--- config.mk ---
export PLATFORM = sky130hd
export DESIGN_NAME = sextant_trigger_merger
export DESIGN_NICKNAME = d
export VERILOG_FILES = /design/src/rtl/smt_pkg.sv /design/src/rtl/smt_chamber_cmp.sv /design/src/rtl/smt_sextant_vote.sv /design/src/rtl/smt_scaler_bank.sv /design/src/rtl/sextant_trigger_merger.sv
export SDC_FILE = /design/constraint.sdc
export NUM_CORES = 1
export LEC_CHECK = 0
export BUFFER_PORTS_ARGS = -buffer_cell sky130_fd_sc_hd__buf_2
export CAP_MARGIN = 20
export CORE_MARGIN = 4
export CORE_UTILIZATION = 40
export CTS_BUF_LIST = sky130_fd_sc_hd__clkbuf_4 sky130_fd_sc_hd__clkbuf_8 sky130_fd_sc_hd__clkbuf_16
export DETAILED_ROUTE_END_ITERATION = 10
export PLACE_DENSITY_LB_ADDON = 0.15
export SLEW_MARGIN = 25
export SYNTH_ARGS = -nofsm -noshare
export SYNTH_HDL_FRONTEND = slang
export SYNTH_SLANG_ARGS = --single-unit
export TNS_END_PERCENT = 5
--- constraint.sdc ---
create_clock -name clk -period 6.9 [get_ports clk]
set_clock_uncertainty 0.15 [all_clocks]
set_input_delay 0.69 -clock clk [delete_from_list [all_inputs] [get_ports clk]]
set_output_delay 0.69 -clock clk [all_outputs]
set_load 0.01 [all_outputs]
--- src/rtl/smt_pkg.sv ---
package smt_pkg;
  localparam int SECTORS   = 6;
  localparam int PLANES    = 5;
  localparam int RX_UNITS  = 3;
  localparam int CH_PER_RX = 10;
  localparam int MULT_W    = 4;
  localparam int NEED_W    = 3;
  localparam int CHAMBERS  = SECTORS * PLANES;
  localparam int RX_BUS_W  = CH_PER_RX * MULT_W;

  // chamber hit rule: strictly above threshold
  function automatic logic above_thr(input logic [MULT_W-1:0] m,
                                     input logic [MULT_W-1:0] t);
    return m > t;
  endfunction

  // need value clamp: values beyond the plane count act as all planes
  function automatic logic [NEED_W-1:0] clamp_need(input logic [NEED_W-1:0] x);
    return (x > NEED_W'(PLANES)) ? NEED_W'(PLANES) : x;
  endfunction

  function automatic logic [NEED_W-1:0] plane_count(input logic [PLANES-1:0] p);
    logic [NEED_W-1:0] n;
    n = '0;
    for (int i = 0; i < PLANES; i++) n = n + NEED_W'(p[i]);
    return n;
  endfunction

  function automatic logic majority(input logic [PLANES-1:0] p,
                                    input logic [NEED_W-1:0] x);
    logic [NEED_W-1:0] need;
    need = clamp_need(x);
    return (need != '0) && (plane_count(p) >= need);
  endfunction
endpackage

--- src/rtl/smt_chamber_cmp.sv ---
module smt_chamber_cmp
  import smt_pkg::*;
(
  input  logic                       clk,
  input  logic                       rst_n,
  input  logic [CHAMBERS*MULT_W-1:0] mult_all,
  input  logic [MULT_W-1:0]          hit_thr,
  output logic [CHAMBERS-1:0]        hit_q
);
  for (genvar c = 0; c < CHAMBERS; c++) begin : g_ch
    logic hit_d;
    assign hit_d = above_thr(mult_all[c*MULT_W +: MULT_W], hit_thr);
    always_ff @(posedge clk or negedge rst_n) begin
      if (!rst_n) hit_q[c] <= 1'b0;
      else        hit_q[c] <= hit_d;
    end
  end
endmodule

--- src/rtl/smt_sextant_vote.sv ---
module smt_sextant_vote
  import smt_pkg::*;
(
  input  logic                clk,
  input  logic                rst_n,
  input  logic [CHAMBERS-1:0] hit_q,
  input  logic [NEED_W-1:0]   maj_need,
  output logic [SECTORS-1:0]  vote_now,
  output logic [SECTORS-1:0]  code_q,
  output logic                any_q
);
  for (genvar s = 0; s < SECTORS; s++) begin : g_sx
    assign vote_now[s] = majority(hit_q[s*PLANES +: PLANES], maj_need);
    always_ff @(posedge clk or negedge rst_n) begin
      if (!rst_n) code_q[s] <= 1'b0;
      else        code_q[s] <= vote_now[s];
    end
  end

  always_ff @(posedge clk or negedge rst_n) begin
    if (!rst_n) any_q <= 1'b0;
    else        any_q <= |vote_now;
  end
endmodule

--- src/rtl/smt_scaler_bank.sv ---
module smt_scaler_bank
  import smt_pkg::*;
#(
  parameter int SCALER_W = 32
) (
  input  logic                         clk,
  input  logic                         rst_n,
  input  logic [SECTORS-1:0]           fired,
  input  logic                         clr,
  output logic [SECTORS*SCALER_W-1:0]  cnt_flat
);
  localparam logic [SCALER_W-1:0] CNT_MAX = '1;

  for (genvar s = 0; s < SECTORS; s++) begin : g_cnt
    logic [SCALER_W-1:0] cnt_q;
    logic                at_max;
    assign at_max = (cnt_q == CNT_MAX);
    always_ff @(posedge clk or negedge rst_n) begin
      if (!rst_n)                  cnt_q <= '0;
      else if (clr)                cnt_q <= '0;
      else if (fired[s] && !at_max) cnt_q <= cnt_q + 1'b1;
    end
    assign cnt_flat[s*SCALER_W +: SCALER_W] = cnt_q;
  end
endmodule

--- src/rtl/sextant_trigger_merger.sv ---
module sextant_trigger_merger
  import smt_pkg::*;
#(
  parameter int SCALER_W = 32
) (
  input  logic                         clk,
  input  logic                         rst_n,
  input  logic [RX_BUS_W-1:0]          rx0_mult,
  input  logic [RX_BUS_W-1:0]          rx1_mult,
  input  logic [RX_BUS_W-1:0]          rx2_mult,
  input  logic [MULT_W-1:0]            hit_thr,
  input  logic [NEED_W-1:0]            maj_need,
  input  logic                         scaler_clr,
  output logic [SECTORS-1:0]           trig_code,
  output logic                         trig_any,
  output logic [SECTORS*SCALER_W-1:0]  scaler_flat
);
  logic [CHAMBERS*MULT_W-1:0] mult_all;
  logic [CHAMBERS-1:0]        chamber_hit_q;
  logic [SECTORS-1:0]         vote_now;

  // receiver 0 holds chambers 0-9, receiver 2 holds chambers 20-29
  assign mult_all = {rx2_mult, rx1_mult, rx0_mult};

  smt_chamber_cmp u_cmp (
    .clk      (clk),
    .rst_n    (rst_n),
    .mult_all (mult_all),
    .hit_thr  (hit_thr),
    .hit_q    (chamber_hit_q)
  );

  smt_sextant_vote u_vote (
    .clk      (clk),
    .rst_n    (rst_n),
    .hit_q    (chamber_hit_q),
    .maj_need (maj_need),
    .vote_now (vote_now),
    .code_q   (trig_code),
    .any_q    (trig_any)
  );

  smt_scaler_bank #(.SCALER_W(SCALER_W)) u_scal (
    .clk      (clk),
    .rst_n    (rst_n),
    .fired    (trig_code),
    .clr      (scaler_clr),
    .cnt_flat (scaler_flat)
  );
endmodule

==> metrics.md <==
| Metric | Value |
|---|---|
| CTS resizes | 0 |
| Core Area | 0.0369 sq mm |
| Area Overhead vs Synth | 20.8% |
| Headroom to the max-slew limit | 34.8% |
| Grt ovf | 0 |
| ANT cells | 0 |
| Mean Syn Cell Area | 9.39 sq um |
| Critical path class | reg -> reg |
| Pleak | 8.42 nW |
| Die Width | 202 um |
| Mapped Area | 0.0151 sq mm |
| IO buf count | 328 |
| Clock Tree Root | clkbuf_16 |
| Finished Layout Cells | 2,443 |
| Sinks on the clock net | 229 |
| Cell family with most CP delay | adder cells |
| Commonest non-fill, non-tap cells in the layout | buf_2 (326), dfrtp_1 (229), ha_1 (156) |
| I/O pins | 329 |
| Worst-skew pair later-pin latency | 540 ps |
| Clock-pin slew of the registers on the worst-case setup and hold paths | 60 ps |
| Post-CTS setup buffer count | 0 |
| VDD IR max | 0.102 mV |
| Drt first-iter violations | 600 |
| Worst-margin pin slew | 970 ps |
| TritonCTS clock tree | yes |
| CP dominant cell by count | ha_1 |
| Die height | 202 um |
| Via Count | 13,500 |
| Most common cell after layout, fill and taps aside | buf_2 |
| Seq/Total Area, Yosys | 38.0% |
| Startpoint Class | flop |
| Main synth FF type | dfrtp_1 |
| Synth top area cells | dfrtp_1 (38%), ha_1 (13%), a21oi_1 (4.6%) |
| # Max-Cap Violations | 0 |
| Max stage delay on crit path | 470 ps |
| Global-route wire length before repair | 68.3 mm |
| Fmax | 323 MHz |
| CP endpoint kind | flop |
| Cell Area, Placed | 0.0172 sq mm |
| Yosys reg bits | 229 |
| Failing checks | hold timing |
| Crit path required time | 7140 ps |
| Hold_buf cts | 0 |
| Setup WS post-layout | 3810 ps |
| WP data arrival | 3330 ps |
| Fin. max-slew vios | 0 |
| Ys async rst share | 100% |
| DRT Pass-1 Iters | 5 |
| Post-synth EDFFs | 0 |
| TritonCTS buffer count | 28 |
| Drt drc | 0 |
| Area occupied by multi-input gates | 0.00875 sq mm |
| Post-synthesis cell count | 1,606 |
| Detail Placement HPWL | 30.7 mm |
| Core Util, Final | 49.4% |
| Status | finished with violations |
| Setup violations, final | 0 |
| Crit path buf inv count | 2 |
| Routability cong. | 0.840 |
| Final Hold Fails | 3 |
| Crit path max-delay cell type | fa_1 |
| Initial Util | 40.9% |
| Share of cells above drive strength 1 | 22.2% |
| H-Tree Depth | 1 |
| Final Cycle Share | 44.8% |
| PwrDens | 210 mW/mm^2 |
| WL/cell | 17.2 um |
| Row cnt | 70 |
| Post-Place Cells | 2,391 |
| Fillers | 3,546 |
| Largest area contributor in the netlist | dfrtp_1 |
| Tot GR Track Use | 19.7% |
| Sequential Area | 0.00573 sq mm |
| Yosys warns | 0 |
| Final TNS setup | 0 ps |
| Max FO, Critical Path | 2 |
| Post-Layout Inst Area | 0.0182 sq mm |
| Vias in the first global route | 13,000 |
| Clock buffer depth | 3 |
| Synth top area share | 38.0% |
| Die ar. | 0.0409 sq mm |
| Vias per cell | 5.52 |
| Largest net degree at the start of global routing | 89 |
| Total power | 3.82 mW |
| Hold crit path type | in -> async |
| Wirelength, routed | 41.9 mm |
| Layout Nets | 2,215 |
| RSZ-0062 raised after global routing | false |
| Library cells used by synthesis | 67 |
| Synthesized net count | 1,904 |
| Dpl ws | 3700 ps |
| ANT nets after route | 0 |
| Hold_ws | -18.6 ps |
| CP Cell Sequence | ha_1, inv_1, fa_1, inv_1, ha_1, fa_1, ha_1, a21oi_1, nor2b_1, o41ai_1, nand4bb_1 |
| Final min period | 3090 ps |
| Initial antenna violation count | 1 |
==> final timing paths <==
path / startpoint / endpoint / slack (ps) / cells past startpoint
max: u_cmp.hit_q[20] / u_vote.any_q / 3810 / 11
min: rst_n / u_scal.g_cnt[5].cnt_q[4] / -20 / 1
max reg2reg: u_cmp.hit_q[20] / u_vote.any_q / 3810 / 11
min reg2reg: u_scal.g_cnt[1].cnt_q[20] / u_scal.g_cnt[1].cnt_q[20] / 380 / 1
max in group asynchronous: rst_n / u_cmp.hit_q[12] / 5190 / 2
min in group clk: rx1_mult[21] / u_cmp.hit_q[15] / 370 / 3
==> area by class of cell <==
type	instances	share of cell area [%]
Timing Repair Buffer	337	9.50
Clock inverter	12	0.879
Multi-Input combinational cell	1225	48.0
Clock buffer	40	4.68
Tap cell	504	3.46
Inverter	96	1.98
Sequential cell	229	31.5
==> synthesized netlist by cell type, types with 10 or more instances <==
master,number
dfrtp_1,229
ha_1,156
a21oi_1,140
inv_1,96
nor2_1,96
nand2_1,85
o21ai_0,84
nand3_1,63
or3_1,57
nand4_1,55
nor2b_1,52
or4_1,51
o31ai_1,45
clkbuf_1,38
xnor2_1,38
nand2b_1,36
a41oi_1,31
nor4_1,27
and4_1,26
and3_1,15
mux2_2,15
nor3_1,15
xor2_1,15
buf_2,13
fa_1,12
o21a_1,10
==> power by group <==
| group | leakage [nW] | internal, mW | switching (mW) | total [mW] |
|---|---|---|---|---|
| Sequential | 3.13 | 1.41 | 0.0947 | 1.51 |
| Combinational | 4.78 | 0.303 | 0.419 | 0.722 |
| Clock | 0.514 | 1.00 | 0.589 | 1.59 |
==> registers in the layout, indices dropped and copies added, names as in the netlist <==
signal and cells:
u_scal.g_cnt.cnt_q 192, u_vote.any_q 1, u_cmp.hit_q 30, u_vote.code_q 6
==> routing by layer <==
metal	global-route usage, %	wire (um)
met5	0	7
met4	4.75	959
met3	4.44	2730
met2	32.2	19300
met1	26.7	18900
==> kinds of logic (layout without fill, tap and decap cells) <==
logic type / after synthesis / count (layout) / synth area share, %
buf+inv: 152 / 485 / 4.01
xor+xnor: 53 / 53 / 3.08
mux: 21 / 21 / 1.55
simple gates: 610 / 610 / 23.1
compound gates: 373 / 373 / 15.7
flops: 229 / 229 / 38.0
fa+ha+maj: 168 / 168 / 14.5
Note: power is estimated with default switching activity, not from simulation.
